**config.mk**
```make
export PLATFORM = sky130hd
export DESIGN_NAME = pwm3_timer
export DESIGN_NICKNAME = d
export VERILOG_FILES = /design/src/rtl/pwm3_pkg.sv /design/src/rtl/pwm3_tick_src.sv /design/src/rtl/pwm3_counter.sv /design/src/rtl/pwm3_flags.sv /design/src/rtl/pwm3_channel.sv /design/src/rtl/pwm3_timer.sv
export SDC_FILE = /design/constraint.sdc
export NUM_CORES = 1
export LEC_CHECK = 0
export ABC_AREA = 1
export CELL_PAD_IN_SITES_DETAIL_PLACEMENT = 1
export CELL_PAD_IN_SITES_GLOBAL_PLACEMENT = 1
export CORE_UTILIZATION = 34
export CTS_CLUSTER_SIZE = 10
export DETAILED_ROUTE_END_ITERATION = 10
export PLACE_DENSITY_LB_ADDON = 0.1
export SLEW_MARGIN = 5
export SYNTH_ARGS = -nofsm -noshare
export SYNTH_HDL_FRONTEND = slang
export SYNTH_HIERARCHICAL = 1
export SYNTH_SLANG_ARGS = --single-unit
```
**constraint.sdc**
```tcl
create_clock -name clk -period 2.8 [get_ports clk]
set_input_delay 0.56 -clock clk [delete_from_list [all_inputs] [get_ports clk]]
set_output_delay 0.56 -clock clk [all_outputs]
set_load 0.02 [all_outputs]
```
**src/rtl/pwm3_pkg.sv**
```systemverilog
package pwm3_pkg;

  typedef enum logic {
    SRC_INTERNAL = 1'b0,
    SRC_EXTERNAL = 1'b1
  } tick_src_e;

  // flag vector layout: period match, one bit per channel, overflow last
  localparam int FLG_PERIOD = 0;

  function automatic int flg_chan(input int k);
    return k + 1;
  endfunction

  function automatic int flg_ovf(input int nch);
    return nch + 1;
  endfunction

endpackage

```
**src/rtl/pwm3_tick_src.sv**
```systemverilog
module pwm3_tick_src #(
  parameter int STAGES = 2
) (
  input  logic clk,
  input  logic rst,
  input  logic src_sel_i,
  input  logic int_tick_i,
  input  logic ext_clk_i,
  output logic tick_o
);
  import pwm3_pkg::*;

  logic [STAGES-1:0] sync_q;
  logic              last_q;
  logic              ext_rise;
  tick_src_e         src;

  // synchronizer chain followed by one delay flop for edge detection
  always_ff @(posedge clk) begin
    if (rst) begin
      sync_q <= '0;
      last_q <= 1'b0;
    end else begin
      sync_q[0] <= ext_clk_i;
      for (int i = 1; i < STAGES; i++) begin
        sync_q[i] <= sync_q[i-1];
      end
      last_q <= sync_q[STAGES-1];
    end
  end

  assign ext_rise = sync_q[STAGES-1] & ~last_q;
  assign src      = tick_src_e'(src_sel_i);

  always_comb begin
    unique case (src)
      SRC_EXTERNAL: tick_o = ext_rise;
      default:      tick_o = int_tick_i;
    endcase
  end

endmodule

```
**src/rtl/pwm3_counter.sv**
```systemverilog
module pwm3_counter #(
  parameter int CW = 16
) (
  input  logic          clk,
  input  logic          rst,
  input  logic          tick_i,
  input  logic          start_i,
  input  logic          stop_at_match_i,
  input  logic          we_i,
  input  logic [CW-1:0] wdata_i,
  input  logic [CW-1:0] period_i,
  output logic [CW-1:0] cnt_q,
  output logic [CW-1:0] nxt_o,
  output logic          run_q,
  output logic          adv_o,
  output logic          wrap_o,
  output logic          ovf_o,
  output logic          fresh_q
);

  logic start_d;
  logic at_period;
  logic at_max;
  logic stop_hit;

  assign at_period = (cnt_q == period_i);
  assign at_max    = &cnt_q;
  assign adv_o     = run_q & tick_i & ~we_i;
  assign wrap_o    = adv_o & at_period;
  assign ovf_o     = adv_o & at_max & ~at_period;

  always_comb begin
    if (at_period) nxt_o = '0;
    else           nxt_o = cnt_q + 1'b1;
  end

  assign stop_hit = adv_o & stop_at_match_i & (nxt_o == period_i);

  always_ff @(posedge clk) begin
    if (rst) begin
      start_d <= 1'b0;
      run_q   <= 1'b0;
    end else begin
      start_d <= start_i;
      if (!start_i)            run_q <= 1'b0;
      else if (!start_d)       run_q <= 1'b1;
      else if (stop_hit)       run_q <= 1'b0;
    end
  end

  always_ff @(posedge clk) begin
    if (rst) begin
      cnt_q   <= '0;
      fresh_q <= 1'b1;
    end else if (we_i) begin
      cnt_q   <= wdata_i;
      fresh_q <= 1'b1;
    end else if (adv_o) begin
      cnt_q   <= nxt_o;
      fresh_q <= 1'b0;
    end
  end

  AST_CNT_STEP: assert property (@(posedge clk) disable iff (rst)
    (run_q && tick_i && !we_i && cnt_q != period_i) |=> (cnt_q == $past(cnt_q) + 1'b1));

  AST_WRAP_ZERO: assert property (@(posedge clk) disable iff (rst)
    (run_q && tick_i && !we_i && cnt_q == period_i) |=> (cnt_q == '0));

  AST_HALT_HOLD: assert property (@(posedge clk) disable iff (rst)
    (!run_q && !we_i) |=> (cnt_q == $past(cnt_q)));

  AST_STOP_AT_MATCH: assert property (@(posedge clk) disable iff (rst)
    (stop_at_match_i && start_i && start_d && adv_o && nxt_o == period_i)
      |=> (!run_q && cnt_q == period_i));

  AST_WRITE_LOAD: assert property (@(posedge clk) disable iff (rst)
    we_i |=> (cnt_q == $past(wdata_i)));

endmodule

```
**src/rtl/pwm3_flags.sv**
```systemverilog
module pwm3_flags #(
  parameter int CW  = 16,
  parameter int NCH = 3,
  localparam int NF = NCH + 2
) (
  input  logic              clk,
  input  logic              rst,
  input  logic              adv_i,
  input  logic              ovf_i,
  input  logic [CW-1:0]     nxt_i,
  input  logic [CW-1:0]     period_i,
  input  logic [NCH*CW-1:0] duty_i,
  input  logic [NF-1:0]     clr_i,
  output logic [NF-1:0]     flags_q
);
  import pwm3_pkg::*;

  logic [NF-1:0] set_v;

  always_comb begin
    set_v = '0;
    set_v[FLG_PERIOD] = adv_i && (nxt_i == period_i);
    for (int k = 0; k < NCH; k++) begin
      set_v[flg_chan(k)] = adv_i && (nxt_i == duty_i[k*CW +: CW]);
    end
    set_v[flg_ovf(NCH)] = ovf_i;
  end

  always_ff @(posedge clk) begin
    if (rst) flags_q <= '0;
    else     flags_q <= (flags_q & ~clr_i) | set_v;
  end

  AST_FLAG_STICKY: assert property (@(posedge clk) disable iff (rst)
    (|(flags_q & ~clr_i)) |=> ((flags_q & $past(flags_q & ~clr_i)) == $past(flags_q & ~clr_i)));

  AST_OVF_FLAG: assert property (@(posedge clk) disable iff (rst)
    ovf_i |=> flags_q[flg_ovf(NCH)]);

endmodule

```
**src/rtl/pwm3_channel.sv**
```systemverilog
module pwm3_channel #(
  parameter int CW = 16
) (
  input  logic          clk,
  input  logic          rst,
  input  logic          adv_i,
  input  logic          wrap_i,
  input  logic          run_i,
  input  logic          fresh_i,
  input  logic [CW-1:0] cnt_i,
  input  logic [CW-1:0] period_i,
  input  logic [CW-1:0] duty_i,
  input  logic          en_i,
  input  logic          pol_i,
  input  logic          init_i,
  input  logic          cutoff_i,
  output logic          pin_q
);

  logic act_q;
  logic duty_reach;
  logic pin_d;

  // leaving the duty value starts the active phase, wrap ends it
  assign duty_reach = adv_i && (cnt_i == duty_i) && (duty_i < period_i);

  always_ff @(posedge clk) begin
    if (rst)                  act_q <= 1'b0;
    else if (!run_i && fresh_i) act_q <= init_i;
    else if (wrap_i)          act_q <= 1'b0;
    else if (duty_reach)      act_q <= 1'b1;
  end

  always_comb begin
    if (!en_i)         pin_d = 1'b0;
    else if (cutoff_i) pin_d = ~pol_i;
    else               pin_d = act_q ? pol_i : ~pol_i;
  end

  always_ff @(posedge clk) begin
    if (rst) pin_q <= 1'b0;
    else     pin_q <= pin_d;
  end

  AST_PHASE_CLEAR: assert property (@(posedge clk) disable iff (rst)
    wrap_i |=> !act_q);

  AST_DISABLED_LOW: assert property (@(posedge clk) disable iff (rst)
    !en_i |=> !pin_q);

  AST_CUTOFF_SAFE: assert property (@(posedge clk) disable iff (rst)
    (en_i && cutoff_i) |=> (pin_q == !$past(pol_i)));

endmodule

```
**src/rtl/pwm3_timer.sv**
```systemverilog
module pwm3_timer #(
  parameter int CW          = 16,
  parameter int NCH         = 3,
  parameter int SYNC_STAGES = 2,
  localparam int NF         = NCH + 2
) (
  input  logic              clk,
  input  logic              rst,
  input  logic              start_i,
  input  logic              stop_at_match_i,
  input  logic              ext_sel_i,
  input  logic              int_tick_i,
  input  logic              ext_clk_i,
  input  logic              cnt_we_i,
  input  logic [CW-1:0]     cnt_wdata_i,
  output logic [CW-1:0]     cnt_o,
  input  logic [CW-1:0]     period_i,
  input  logic [NCH*CW-1:0] duty_i,
  input  logic [NCH-1:0]    pwm_en_i,
  input  logic [NCH-1:0]    pol_i,
  input  logic [NCH-1:0]    init_i,
  input  logic              cutoff_i,
  input  logic [NF-1:0]     flag_clr_i,
  output logic [NF-1:0]     flag_o,
  output logic [NCH-1:0]    pwm_o
);

  logic          tick;
  logic [CW-1:0] cnt_q;
  logic [CW-1:0] nxt;
  logic          run_q;
  logic          adv;
  logic          wrap;
  logic          ovf;
  logic          fresh_q;

  pwm3_tick_src #(.STAGES(SYNC_STAGES)) u_tick (
    .clk        (clk),
    .rst        (rst),
    .src_sel_i  (ext_sel_i),
    .int_tick_i (int_tick_i),
    .ext_clk_i  (ext_clk_i),
    .tick_o     (tick)
  );

  pwm3_counter #(.CW(CW)) u_cnt (
    .clk             (clk),
    .rst             (rst),
    .tick_i          (tick),
    .start_i         (start_i),
    .stop_at_match_i (stop_at_match_i),
    .we_i            (cnt_we_i),
    .wdata_i         (cnt_wdata_i),
    .period_i        (period_i),
    .cnt_q           (cnt_q),
    .nxt_o           (nxt),
    .run_q           (run_q),
    .adv_o           (adv),
    .wrap_o          (wrap),
    .ovf_o           (ovf),
    .fresh_q         (fresh_q)
  );

  pwm3_flags #(.CW(CW), .NCH(NCH)) u_flags (
    .clk      (clk),
    .rst      (rst),
    .adv_i    (adv),
    .ovf_i    (ovf),
    .nxt_i    (nxt),
    .period_i (period_i),
    .duty_i   (duty_i),
    .clr_i    (flag_clr_i),
    .flags_q  (flag_o)
  );

  for (genvar gk = 0; gk < NCH; gk++) begin : g_chan
    pwm3_channel #(.CW(CW)) u_ch (
      .clk      (clk),
      .rst      (rst),
      .adv_i    (adv),
      .wrap_i   (wrap),
      .run_i    (run_q),
      .fresh_i  (fresh_q),
      .cnt_i    (cnt_q),
      .period_i (period_i),
      .duty_i   (duty_i[gk*CW +: CW]),
      .en_i     (pwm_en_i[gk]),
      .pol_i    (pol_i[gk]),
      .init_i   (init_i[gk]),
      .cutoff_i (cutoff_i),
      .pin_q    (pwm_o[gk])
    );
  end

  assign cnt_o = cnt_q;

endmodule

```
==> results.ini, run 1 <==
[layout]
fillers = 2488
drive_above_1_share = 0.108
seq_area_um2 = 662
n_antenna_cell = 0
area_delta_synth_final_pct = 40.3
finalNonFillerCells = 1624
multi_input_area_mm2 = 0.00399
nets = 1552

[critical_path]
cp-start-kind = input port
crit_type = input port to flip-flop
reg2reg_depth = 13
critPathCaptureType = flip-flop
critPathRequiredTime_ps = 3030
arrival_ps = 2840
crit_fanout = 10

[placement]
place_congestion = 0.913
placed_cells = 1612
port_buffers = 126
post-dp-hpwl_um = 22800
dp_slack_ps = -210

[timing]
setup_viol = 0
hold_viol = 0
tns_ps = 0
fmax_mhz = 383
slew_headroom = 0.710
timing.final.crit_period_ps = 2610
period_share = 0.933
drv_slew = 0
skew_ps = 8.01
worst_slack_ps = 189
hold_slack_ps = 408
tightestPinTransition_ps = 432

[clocking]
cts.hold.buffers_added = 0
clock-sinks = 33
cts_buffers = 5
clk_pin_slew_ps = 60
cts-htree-levels = 2
root_buffer = clkbuf_16
cts_buffer_depth = 2
cts_tree = done
clock_latency_ps = 290

[routing]
via_per_inst = 4.70
drc_errors = 0
vias = 7628
postRouteAntennaNets = 0
wl_per_cell_um = 16.7
drt_iter0_drc = 362
dr.pass1.iters = 5
totalWireLength_um = 27100

[pwr]
p_leak_nw = 4.90
ir_drop_mv = 0.198
powerDensity_mw_per_mm2 = 262

[worst_hold_path]
min_delay_path_depth = 2
min_path_type = flip-flop to flip-flop

[logic_synthesis]
ys_seq_area_frac = 0.112
syn_nets = 1346
syn-cell-area_mm2 = 0.00588
synth_cell_types = 31
syn_avg_cell_area_um2 = 4.92
synthCells = 1197
yosys_warnings = 6
postSynthRegisterBits = 33

[global_routing]
grt_max_degree = 33
grt_remaining_overflow = 0
antenna_found_initial = 0
grt_usage = 0.306
grt_pass1_wl_um = 41400
grt_pass1_vias = 7599

[floorplanning]
core_mm2 = 0.0168
fp.dieH_um = 134
rows = 47
pin_count = 127
dieArea_mm2 = 0.0178
start_util = 0.351
die-width_um = 134

[run_status]
status = finished, final reports clean

[run]
cap_violations = 0

[area by class of cell]
| type | count | share of cell area |
|---|---|---|
| timing repair buffer | 214 | 0.243 |
| sequential | 33 | 0.0802 |
| multi-input combinational | 835 | 0.483 |
| clock buffer | 6 | 0.0156 |
| inverter | 314 | 0.143 |
| tap | 220 | 0.0333 |
| clock inverter | 2 | 0.00121 |
[power by group]
group | internal, mW | switching [mW] | leakage (nW)
sequential | 0.492 | 0.0251 | 0.272
clock | 0.328 | 0.241 | 0.0706
combinational | 0.455 | 0.619 | 4.55
[synth_stat cells]
master / instances / area, um2
ha_1: 46 / 576
a21o_1: 3 / 22.5
nor3_1: 10 / 50.1
inv_1: 279 / 1050
o21ai_1: 1 / 5.00
nor3_2: 1 / 10.0
nand4_1: 12 / 75.1
clkinv_1: 5 / 18.8
nor2_1: 104 / 390
o21ai_0: 5 / 25.0
buf_2: 5 / 25.0
a211o_1: 1 / 8.76
buf_6: 2 / 22.5
nand2_1: 517 / 1940
nand2_2: 4 / 25.0
nand3_1: 47 / 235
dfxtp_1: 33 / 661
or2_0: 1 / 6.26
a21oi_2: 5 / 43.8
a21oi_1: 22 / 110
xnor2_1: 19 / 166
nor4_1: 1 / 6.26
clkbuf_1: 6 / 22.5
inv_2: 30 / 113
a21boi_0: 1 / 7.51
nor2_2: 3 / 18.8
buf_4: 2 / 15.0
xor2_1: 12 / 105
a211oi_1: 3 / 22.5
nand3_2: 1 / 10.0
a31oi_1: 16 / 100
[per-stage QoR]
stage	util	area [um2]	power [mW]
final	0.493	8260	2.16
after CTS	0.486	8140	2.15
after floorplan	-	5880	1.05
after detailed placement	0.478	8000	1.58
after global placement	0.478	8000	1.56
after global routing	0.493	8260	2.30
[cell usage in the layout (no fill, tap or decap), types with 6 or more instances in the layout]
cell             instances
inv_1                  273
inv_2                   35
a31oi_1                 16
clkdlybuf4s50_1        114
clkbuf_16                6
ha_1                    46
a21oi_1                 22
nand4_1                 12
nand3_1                 47
xnor2_1                 19
nor3_1                  10
nor2_1                 100
dfxtp_1                 32
dlymetal6s2s_1          12
xor2_1                  12
nand2_1                515
buf_4                   84
[worst max-delay path, cell delays in order]
cell,delay (ps)
clkdlybuf4s50_1,510
inv_1,70
nand2_1,50
nand2_1,50
nor2_2,170
nand2_2,110
nor2_4,120
nand2_4,110
buf_12,160
nand2_1,80
inv_1,140
nand2_1,110
nand2_1,60
nor2_1,160
nand2_1,70
nor2_1,90
nand3_1,80
a21oi_1,120
[final timing paths]
check / from / end / slack [ps]
hold reg to reg: u_tick/sync_q[0]$_SDFF_PP0_ / u_tick/sync_q[1]$_SDFF_PP0_ / 410
setup / recovery: period_i[1] / u_flags/flags_q[3]$_SDFF_PP0_ / 190
hold / removal: u_tick/sync_q[0]$_SDFF_PP0_ / u_tick/sync_q[1]$_SDFF_PP0_ / 410
setup reg to reg: u_cnt/cnt_q[8]$_SDFFE_PP0P_ / u_flags/flags_q[3]$_SDFF_PP0_ / 280
[cells by family after synthesis]
logic type	Yosys count	share of synthesized area
buf+inv	329	0.215
flops	33	0.112
simple gates	701	0.470
fa+ha+maj	46	0.0978
xor+xnor	31	0.0461
compound gates	57	0.0587
[registers in the layout, summed over array words and instances (netlist names)]
name and count:
g_chan.u_ch/pin_q 3, g_chan.u_ch/act_q 3, u_cnt/cnt_q 16, u_tick/sync_q 2, u_cnt/run_q 1, u_cnt/start_d 1
u_flags/flags_q 5, u_cnt/fresh_q 1, u_tick/last_q 1
[per-layer routing]
layer / routed length, um / vias to the layer above / track usage
met5: 0 / - / 0
met3: 1010 / 35 / 0.0259
met2: 12700 / 161 / 0.530
met4: 772 / 0 / 0.0922
li1: - / 3899 / -
met1: 12600 / 3533 / 0.400
[what timing repair did]
item | 4_1_cts | 5_1_grt
endpoints found under the setup margin | 0 | 5
endpoints found under the hold margin | 0 | 0
buffers inserted | 0 | 3
gates resized for setup | 0 | 28
Note: power is estimated with default switching activity, not from simulation.
==> run 2, diff against run 1 <==
--- a/config.mk
+++ b/config.mk
@@ -6,11 +6,13 @@
 export NUM_CORES = 1
 export LEC_CHECK = 0
 export ABC_AREA = 1
+export CAP_MARGIN = 30
 export CELL_PAD_IN_SITES_DETAIL_PLACEMENT = 1
 export CELL_PAD_IN_SITES_GLOBAL_PLACEMENT = 1
 export CORE_UTILIZATION = 34
 export CTS_CLUSTER_SIZE = 10
 export DETAILED_ROUTE_END_ITERATION = 10
+export GPL_TIMING_DRIVEN = 1
 export PLACE_DENSITY_LB_ADDON = 0.1
 export SLEW_MARGIN = 5
 export SYNTH_ARGS = -nofsm -noshare
==> results of run 2 <==
Final layout, timing and power as in run 1 (identical DEF).
